$ cat config.mk
export PLATFORM = sky130hd
export DESIGN_NAME = adc_frame_reader
export DESIGN_NICKNAME = d
export VERILOG_FILES = /design/src/rtl/adc_rd_pkg.sv /design/src/rtl/adc_rd_sck_gen.sv /design/src/rtl/adc_rd_shifter.sv /design/src/rtl/adc_rd_decode.sv /design/src/rtl/adc_frame_reader.sv
export SDC_FILE = /design/constraint.sdc
export NUM_CORES = 1
export LEC_CHECK = 0
export BUFFER_PORTS_ARGS = -buffer_cell sky130_fd_sc_hd__buf_4
export CORE_MARGIN = 2
export CORE_UTILIZATION = 45
export DETAILED_ROUTE_END_ITERATION = 10
export PLACE_DENSITY = 0.6
export SLEW_MARGIN = 30
export SYNTH_ARGS = -nofsm -noshare
export SYNTH_HDL_FRONTEND = slang
export SYNTH_HIERARCHICAL = 1
export SYNTH_SLANG_ARGS = --single-unit
$ cat constraint.sdc
create_clock -name clk_i -period 5 [get_ports clk_i]
set_clock_uncertainty 0.15 [all_clocks]
set_input_delay 1 -clock clk_i [delete_from_list [all_inputs] [get_ports clk_i]]
set_output_delay 1 -clock clk_i [all_outputs]
set_load 0.02 [all_outputs]
$ cat src/rtl/adc_rd_pkg.sv
package adc_rd_pkg;
  typedef enum logic [1:0] {
    ST_IDLE  = 2'd0,
    ST_POLL  = 2'd1,
    ST_SHIFT = 2'd2
  } rd_state_e;

  typedef struct packed {
    logic chan;
    logic sign;
    logic over;
    logic under;
    logic zero;
  } rd_status_t;
endpackage

$ cat src/rtl/adc_rd_sck_gen.sv
module adc_rd_sck_gen #(
  parameter int unsigned DIV_HALF = 4
) (
  input  logic clk_i,
  input  logic rst_ni,
  input  logic run_i,
  output logic sck_o,
  output logic rise_o,
  output logic fall_o
);
  localparam int unsigned CW = (DIV_HALF > 1) ? $clog2(DIV_HALF) : 1;

  logic [CW-1:0] cnt_q;
  logic          sck_q;
  logic          tick;

  assign tick   = run_i && (cnt_q == CW'(DIV_HALF - 1));
  assign rise_o = tick && !sck_q;
  assign fall_o = tick && sck_q;
  assign sck_o  = sck_q;

  always_ff @(posedge clk_i or negedge rst_ni) begin
    if (!rst_ni) begin
      cnt_q <= '0;
      sck_q <= 1'b0;
    end else if (!run_i) begin
      cnt_q <= '0;
      sck_q <= 1'b0;
    end else if (tick) begin
      cnt_q <= '0;
      sck_q <= !sck_q;
    end else begin
      cnt_q <= cnt_q + 1'b1;
    end
  end


  sck_run_chk: assert property (@(posedge clk_i) disable iff (!rst_ni)
    sck_q |-> run_i);


  half_len_chk: assert property (@(posedge clk_i) disable iff (!rst_ni)
    (run_i && $rose(sck_q)) |-> (cnt_q == '0));
endmodule

$ cat src/rtl/adc_rd_shifter.sv
module adc_rd_shifter #(
  parameter int unsigned FRAME_BITS = 32
) (
  input  logic                          clk_i,
  input  logic                          rst_ni,
  input  logic                          clr_i,
  input  logic                          shift_i,
  input  logic                          bit_i,
  output logic [FRAME_BITS-1:0]         word_o,
  output logic [$clog2(FRAME_BITS+1)-1:0] count_o
);
  localparam int unsigned CNT_W = $clog2(FRAME_BITS + 1);

  logic [FRAME_BITS-1:0] word_q;
  logic [CNT_W-1:0]      cnt_q;

  always_ff @(posedge clk_i or negedge rst_ni) begin
    if (!rst_ni) begin
      word_q <= '0;
      cnt_q  <= '0;
    end else if (clr_i) begin
      word_q <= '0;
      cnt_q  <= '0;
    end else if (shift_i) begin
      word_q <= {word_q[FRAME_BITS-2:0], bit_i};
      cnt_q  <= cnt_q + 1'b1;
    end
  end

  assign word_o  = word_q;
  assign count_o = cnt_q;


  extra_shift_chk: assert property (@(posedge clk_i) disable iff (!rst_ni)
    shift_i |-> (cnt_q < CNT_W'(FRAME_BITS)));


  cnt_bound_chk: assert property (@(posedge clk_i) disable iff (!rst_ni)
    cnt_q <= CNT_W'(FRAME_BITS));
endmodule

$ cat src/rtl/adc_rd_decode.sv
module adc_rd_decode
  import adc_rd_pkg::*;
#(
  parameter int unsigned RES_BITS = 24,
  parameter int unsigned SUB_BITS = 4
) (
  input  logic [RES_BITS+SUB_BITS+3:0] word_i,
  output logic                         eoc_o,
  output logic [RES_BITS-1:0]          result_o,
  output logic [SUB_BITS-1:0]          sub_o,
  output rd_status_t                   status_o
);
  localparam int unsigned FRAME_BITS = RES_BITS + SUB_BITS + 4;
  localparam int unsigned EOC_POS    = FRAME_BITS - 1;
  localparam int unsigned CHAN_POS   = FRAME_BITS - 2;
  localparam int unsigned SIGN_POS   = FRAME_BITS - 3;
  localparam int unsigned RNG_POS    = FRAME_BITS - 4;

  logic sign, rng;

  always_comb begin
    sign           = word_i[SIGN_POS];
    rng            = word_i[RNG_POS];
    eoc_o          = word_i[EOC_POS];
    result_o       = word_i[SUB_BITS +: RES_BITS];
    sub_o          = word_i[SUB_BITS-1:0];
    status_o.chan  = word_i[CHAN_POS];
    status_o.sign  = sign;
    status_o.over  = sign && rng;
    status_o.under = !sign && rng;
    status_o.zero  = !rng && (word_i[RNG_POS-1:0] == '0);
  end
endmodule

$ cat src/rtl/adc_frame_reader.sv
module adc_frame_reader
  import adc_rd_pkg::*;
#(
  parameter int unsigned RES_BITS    = 24,
  parameter int unsigned SUB_BITS    = 4,
  parameter int unsigned DIV_HALF    = 4,
  parameter int unsigned TIMEOUT_CYC = 100000
) (
  input  logic                clk_i,
  input  logic                rst_ni,
  input  logic                start_i,
  input  logic                sdo_i,
  output logic                cs_no,
  output logic                sck_o,
  output logic                done_o,
  output logic                valid_o,
  output logic                err_o,
  output logic [RES_BITS-1:0] result_o,
  output logic [SUB_BITS-1:0] sub_lsb_o,
  output logic                chan_o,
  output logic                sign_o,
  output logic                over_o,
  output logic                under_o,
  output logic                zero_o
);
  localparam int unsigned FRAME_BITS = RES_BITS + SUB_BITS + 4;
  localparam int unsigned CNT_W      = $clog2(FRAME_BITS + 1);
  localparam int unsigned TW         = $clog2(TIMEOUT_CYC + 1);

  rd_state_e             state_q;
  logic [TW-1:0]         tmo_q;
  logic                  done_q, valid_q, err_q;
  logic [RES_BITS-1:0]   result_q;
  logic [SUB_BITS-1:0]   sub_q;
  rd_status_t            stat_q;

  logic                  run, rise, fall;
  logic [FRAME_BITS-1:0] word;
  logic [CNT_W-1:0]      bit_cnt;
  logic                  dec_eoc;
  logic [RES_BITS-1:0]   dec_result;
  logic [SUB_BITS-1:0]   dec_sub;
  rd_status_t            dec_stat;
  logic                  frame_end;

  assign run       = (state_q == ST_SHIFT);
  assign frame_end = run && fall && (bit_cnt == CNT_W'(FRAME_BITS));

  adc_rd_sck_gen #(.DIV_HALF(DIV_HALF)) u_sck (
    .clk_i  (clk_i),
    .rst_ni (rst_ni),
    .run_i  (run),
    .sck_o  (sck_o),
    .rise_o (rise),
    .fall_o (fall)
  );

  adc_rd_shifter #(.FRAME_BITS(FRAME_BITS)) u_shift (
    .clk_i   (clk_i),
    .rst_ni  (rst_ni),
    .clr_i   (state_q == ST_POLL),
    .shift_i (rise),
    .bit_i   (sdo_i),
    .word_o  (word),
    .count_o (bit_cnt)
  );

  adc_rd_decode #(.RES_BITS(RES_BITS), .SUB_BITS(SUB_BITS)) u_dec (
    .word_i   (word),
    .eoc_o    (dec_eoc),
    .result_o (dec_result),
    .sub_o    (dec_sub),
    .status_o (dec_stat)
  );

  always_ff @(posedge clk_i or negedge rst_ni) begin
    if (!rst_ni) begin
      state_q  <= ST_IDLE;
      tmo_q    <= '0;
      done_q   <= 1'b0;
      valid_q  <= 1'b0;
      err_q    <= 1'b0;
      result_q <= '0;
      sub_q    <= '0;
      stat_q   <= '0;
    end else begin
      done_q <= 1'b0;
      unique case (state_q)
        ST_IDLE: begin
          if (start_i) begin
            state_q <= ST_POLL;
            tmo_q   <= '0;
            valid_q <= 1'b0;
            err_q   <= 1'b0;
          end
        end
        ST_POLL: begin
          if (!sdo_i) begin
            state_q <= ST_SHIFT;
          end else if (tmo_q == TW'(TIMEOUT_CYC - 1)) begin
            state_q <= ST_IDLE;
            done_q  <= 1'b1;
            err_q   <= 1'b1;
          end else begin
            tmo_q <= tmo_q + 1'b1;
          end
        end
        ST_SHIFT: begin
          if (frame_end) begin
            state_q <= ST_IDLE;
            done_q  <= 1'b1;
            if (dec_eoc) begin
              err_q <= 1'b1;
            end else begin
              valid_q  <= 1'b1;
              result_q <= dec_result;
              sub_q    <= dec_sub;
              stat_q   <= dec_stat;
            end
          end
        end
        default: state_q <= ST_IDLE;
      endcase
    end
  end

  assign cs_no     = (state_q == ST_IDLE);
  assign done_o    = done_q;
  assign valid_o   = valid_q;
  assign err_o     = err_q;
  assign result_o  = result_q;
  assign sub_lsb_o = sub_q;
  assign chan_o    = stat_q.chan;
  assign sign_o    = stat_q.sign;
  assign over_o    = stat_q.over;
  assign under_o   = stat_q.under;
  assign zero_o    = stat_q.zero;


  start_cs_chk: assert property (@(posedge clk_i) disable iff (!rst_ni)
    (cs_no && start_i) |=> !cs_no);


  poll_sck_chk: assert property (@(posedge clk_i) disable iff (!rst_ni)
    (state_q == ST_POLL) |-> !sck_o);


  sck_cs_chk: assert property (@(posedge clk_i) disable iff (!rst_ni)
    sck_o |-> !cs_no);


  done_cs_chk: assert property (@(posedge clk_i) disable iff (!rst_ni)
    done_o |-> (cs_no && !sck_o));


  done_pulse_chk: assert property (@(posedge clk_i) disable iff (!rst_ni)
    done_o |=> !done_o);


  valid_err_chk: assert property (@(posedge clk_i) disable iff (!rst_ni)
    !(valid_o && err_o));


  range_excl_chk: assert property (@(posedge clk_i) disable iff (!rst_ni)
    valid_o |-> $onehot0({over_o, under_o, zero_o}));


  err_hold_chk: assert property (@(posedge clk_i) disable iff (!rst_ni)
    $rose(err_o) |-> $stable(result_o));
endmodule

## After elaboration in Yosys (flattened, before gate mapping)

Cells that the tools add are included.

- Bits in registers: 96
- Latch bits: 0
- RAM bits: 0
- ROM bits: 0
- Bits of input ports: 4
- Memories kept: 0

- Add/sub/neg operators: 3
- Multipliers: 0
- Divide/modulo/power cells: 0
- $lt $le $gt $ge: 0
- Equal/unequal tests: 14
- Shifts and indexed selects: 0
- Multiplexer cells: 30
- Bitwise operators: 1
- Reduce and logical (&&, ||, !) cells: 22

Operators with widths:

| operator | number |
|---|---|
| 2-to-1 mux 32 bit | 2 |
| 2-to-1 mux 17 bit | 3 |
| one-hot mux 17 bit (2 select lines) | 1 |
| logical NOT 28 bit | 1 |
| adder 17 x 1 -> 17 bit, second input constant | 1 |
| == test 17 bit, second input constant | 1 |
| 2-to-1 mux 1 bit | 12 |
| 2-to-1 mux 2 bit | 6 |
| 2-to-1 mux 6 bit | 2 |
| != test 2 bit, second input constant | 5 |
| logical AND 1 bit | 8 |
| AND reduction 4 bit | 2 |
| adder 6 x 1 -> 6 bit, second input constant | 1 |
| == test 6 bit, second input constant | 1 |
| != test 2 x 1 -> 1 bit, second input constant | 3 |
| one-hot mux 2 bit (3 select lines) | 1 |
| AND reduction 3 bit | 2 |
| AND reduction 6 bit | 1 |
| nonzero test 2 bit | 3 |
| == test 2 bit, second input constant | 2 |
| one-hot mux 1 bit (2 select lines) | 2 |
| logical NOT 1 bit | 3 |
| != test 3 bit, second input constant | 1 |
| one-hot mux 1 bit (3 select lines) | 1 |
| other kinds (5) | 5 |

## Logic depth before layout (Yosys ltp)

- Word-level depth: 7
- Gate-level depth with buffers: 10

## Cells and area by module

Netlist, hierarchy kept.

By module, submodules not included:

| module | instances | cells an instance | area an instance (sq um) | sequential area each (sq um) |
|---|---|---|---|---|
| adc_frame_reader | 1 | 213 | 2622.5 | 1376.3 |
| adc_rd_shifter | 1 | 128 | 1554.0 | 950.9 |
| adc_rd_decode | 1 | 44 | 315.3 | 0.0 |
| adc_rd_sck_gen | 1 | 11 | 135.1 | 75.1 |

## Worst setup path before layout

No wires, ideal clock.

- Path kind: input to register
- Start point: in start_i
- End point: reg tmo_q[16]
- Arrival time: 2.221 ns
- Required time: 4.732 ns
- Slack: 2.511 ns
- Cell stages on the path: 7
- Path buffers: 2
- Path through: nor2b_1 or3_1 clkbuf_1 a21o_1 buf_2 o21bai_2 a21o_1

- Cells in the longest elaborated chain, start to end: 2

RTL lines:

| what | RTL line | RTL |
|---|---|---|
| start: declaration | adc_frame_reader.sv:11 | `input logic start_i,` |
| != test 2 bit (no source line) | -- |  |
| AND reduction 4 bit (no source line) | -- |  |
| end signal: assignment | adc_frame_reader.sv:105 | `tmo_q <= tmo_q + 1'b1;` |
| end: declaration | adc_frame_reader.sv:31 | `logic [TW-1:0] tmo_q;` |

Every way passes these cells.
A chain may end at the register's enable or synchronous reset.

## Final worst setup path

- Start point: reg state_q[0]
- End point: reg sub_q[2] (netlist: sub_lsb_o[2])

- Cells in the longest elaborated chain, start to end: 6

RTL lines:

| what | RTL line | RTL |
|---|---|---|
| start: declaration | adc_frame_reader.sv:30 | `rd_state_e state_q;` |
| start signal: assignment | adc_frame_reader.sv:78 | `state_q <= ST_IDLE;` |
| start signal: assignment | adc_frame_reader.sv:91 | `state_q <= ST_POLL;` |
| start signal: assignment | adc_frame_reader.sv:99 | `state_q <= ST_SHIFT;` |
| == test 2 bit | adc_frame_reader.sv:46 | `assign run = (state_q == ST_SHIFT);` |
| net run | adc_frame_reader.sv:37 | `logic run, rise, fall;` |
| logical AND 1 bit | adc_rd_sck_gen.sv:17 | `assign tick = run_i && (cnt_q == CW'(DIV_HALF - 1));` |
| logical AND 1 bit | adc_rd_sck_gen.sv:19 | `assign fall_o = tick && sck_q;` |
| net fall | adc_frame_reader.sv:37 |  |
| logical AND 1 bit (2 in a row) | adc_frame_reader.sv:47 | `assign frame_end = run && fall && (bit_cnt == CNT_W'(FRAME_BITS));` |
| AND reduction 3 bit (no source line) | -- |  |
| end signal: assignment | adc_frame_reader.sv:117 | `sub_q <= dec_sub;` |
| end: declaration | adc_frame_reader.sv:34 | `logic [SUB_BITS-1:0] sub_q;` |

The timed path passes the listed nets, and every way through them passes these cells.

==> run summary <==
Vias/cell: 5.355
Vias in the first global route: 2885
DP HPWL: 5.397 mm
Crit path DAT: 2830 ps
Die Ht: 105.4 microns
YS warnings: 6
Initial antenna violation count: 0
Slew Viols, Final: 0
Final setup viols: 0
Routed WL: 8.459 mm
Crit. End Element: register
Synth Area per Inst: 11.68 sq um
Post-CTS Setup Bufs: 0
Primary FF master, synth: dfrtp_1
Setup TNS: 0 ps
Critical-path top delay cell: dfrtp_1
Max-Cap Viols: 0
Slew @ Worst Pin: 704.3 ps
Slack of the critical path: 2270 ps
Util after Layout: 49.39%
Worst-path cell chain: inv_1 > ha_1 > and3_2 > nand4bb_1 > nor4_1 > nand2_1 > nor2_4 > buf_16 > mux2_2
Status: complete, no violations
Leak: 0.002366 uW
DRT Pass-1 Iters: 4
First-pass GRT wire length: 14.79 mm
Final Cycle Share: 54.60%
Commonest non-fill, non-tap cell in the layout: dfrtp_1
Hold-fix buffers, CTS: 0
Vias: 2913
Worst path top cell family by delay: simple AND/OR/NAND/NOR gates
Number of port buffers: 41
Relative slew slack: 52.79%
RSZ-0062 raised after global routing: false
Most frequent cells in the layout: dfrtp_1 (96), nor2_1 (47), buf_4 (43)
Clock Tree Buf Depth: 2
Worst-Skew Late Latency: 370 ps
# diodes: 0
FMAX: 366.3 MHz
TritonCTS buffer count: 9
1st-iter DRT viols: 100
Mapped Nets: 407
Die Area: 11110 sq um
Final net count: 414
Core ar.: 10140 sq um
Die Width: 105.4 microns
Largest net degree at the start of global routing: 72
Initial Util: 45.64%
Total grt overflow: 0
Delay of the slowest critical-path stage: 420 ps
CTS tree: built
Final Hold Fails: 0
CTS H-Tree Depth: 3
Ports: 42
Avg WL per Cell: 15.55 microns
Min-Delay Path Class: register to register
Depth of the worst hold-timing path: 1
Critical path class: register to register
Yosys reg bits: 96
CP max FO: 21
Post-Syn Area: 4627 sq um
EDFF count, synth: 0
Crit path depth: 9
Routed Antenna Nets: 0
Crit path buf inv count: 2
Register clock-pin slew on the reported worst setup and hold paths: 90 ps
Total GRT Usage: 16.58%
Row count: 37
Root buffer cell: clkbuf_8
Clock Sink Count: 96
Share of cells above drive strength 1: 27.70%
WP data required: 5100 ps
Worst slack, placed: 2061 ps
Sequential area share after synthesis: 51.92%
Resized Gates After CTS: 0
Layout Area Growth over Synthesis: 8.221%
Worst R2R Path Depth: 9
Power Density: 324.6 nW/um^2
Synthesized instance count: 396
Tmin final: 2730 ps
Async S/R FF share, synth: 100.0%
# DRC: 0
Startpoint types: register
Distinct cells, synth: 51
Power, Total: 1625 uW
Max IR drop VDD: 157.1 uV
Routability cong.: 0.7821
cells in the mapped netlist (3+ instances only):
master	number	share of area (%)
buf_6	4	0.97
ha_1	7	1.9
o21ai_1	4	0.43
a22o_1	3	0.57
a21oi_1	4	0.43
o31ai_2	4	1.1
o21ai_0	10	1.1
nor2b_1	3	0.41
and4_1	4	0.76
buf_2	8	0.87
clkbuf_1	3	0.24
dfrtp_1	96	52
inv_1	4	0.32
nand3_1	8	0.87
or3_1	3	0.41
mux2_2	34	8.3
xor2_1	5	0.95
nand4_1	5	0.68
mux2i_1	35	7.6
nand2_1	19	1.5
a21o_1	7	1.1
nor4_1	8	1.1
nor3_1	3	0.32
buf_4	32	5.2
nor2_1	49	4.0
metrics by stage:
stage	cells	area, sq um	hold WS [ps]
floorplan	396	4627	263.9
global placement	527	4798	279.3
detailed placement	527	4798	282.3
CTS	543	4976	294.7
global route	544	5007	340.2
finish	544	5007	307.8
sequential cells by signal, indices dropped and copies added, names as in the netlist, 2 cells and up:
signal,count
result_o,24
u_shift/count_o,6
sub_lsb_o,4
state_q,2
u_shift/word_o,32
u_sck/cnt_q,2
tmo_q,17
layout make-up:
type	count	area (sq um)
Multi-Input combinational cell	247	1881
Clock buffer	9	123.9
Fill cell	923	5131
Tap cell	136	170.2
Clock inverter	7	53.80
Inverter	4	15.01
Sequential cell	96	2402
Timing Repair Buffer	45	361.6
worst paths after layout:
kind | start | end | slack (ps)
setup reg to reg | state_q[0] | sub_lsb_o[2] | 2270
hold / removal | u_sck/cnt_q[0] | u_sck/cnt_q[0] | 310
setup / recovery | state_q[0] | sub_lsb_o[2] | 2270
min in group asynchronous | rst_ni | u_sck/sck_o | 470
max in group asynchronous | rst_ni | u_shift/word_o[29] | 3390
hold reg to reg | u_sck/cnt_q[0] | u_sck/cnt_q[0] | 310
routing by layer:
| layer | track usage [%] | routed length (microns) | vias to the layer above |
|---|---|---|---|
| li1 | - | - | 1381 |
| met2 | 25.39 | 4070 | 49 |
| met3 | 4.576 | 325 | 4 |
| met4 | 4.476 | 55 | 0 |
| met1 | 23.24 | 4007 | 1479 |
| met5 | 0 | 0 | - |
report_power, final:
group	leakage [uW]	total (uW)	switching, uW	internal [uW]
registers	0.00134	816	18.2	797
logic	0.000943	334	226	108
clock network	0.0000879	475	289	186
total	0.00237	1630	534	1090
kinds of logic (layout without fill, tap and decap cells):
family | Yosys count | count (layout) | share of synthesized area (%)
mux | 70 | 70 | 16.09
compound gates | 43 | 43 | 7.491
simple gates | 120 | 120 | 13.52
fa+ha+maj | 7 | 7 | 1.893
flops | 96 | 96 | 51.92
xor+xnor | 7 | 7 | 1.325
buf+inv | 53 | 65 | 7.761
No activity file was read; power rests on OpenSTA's default activity.
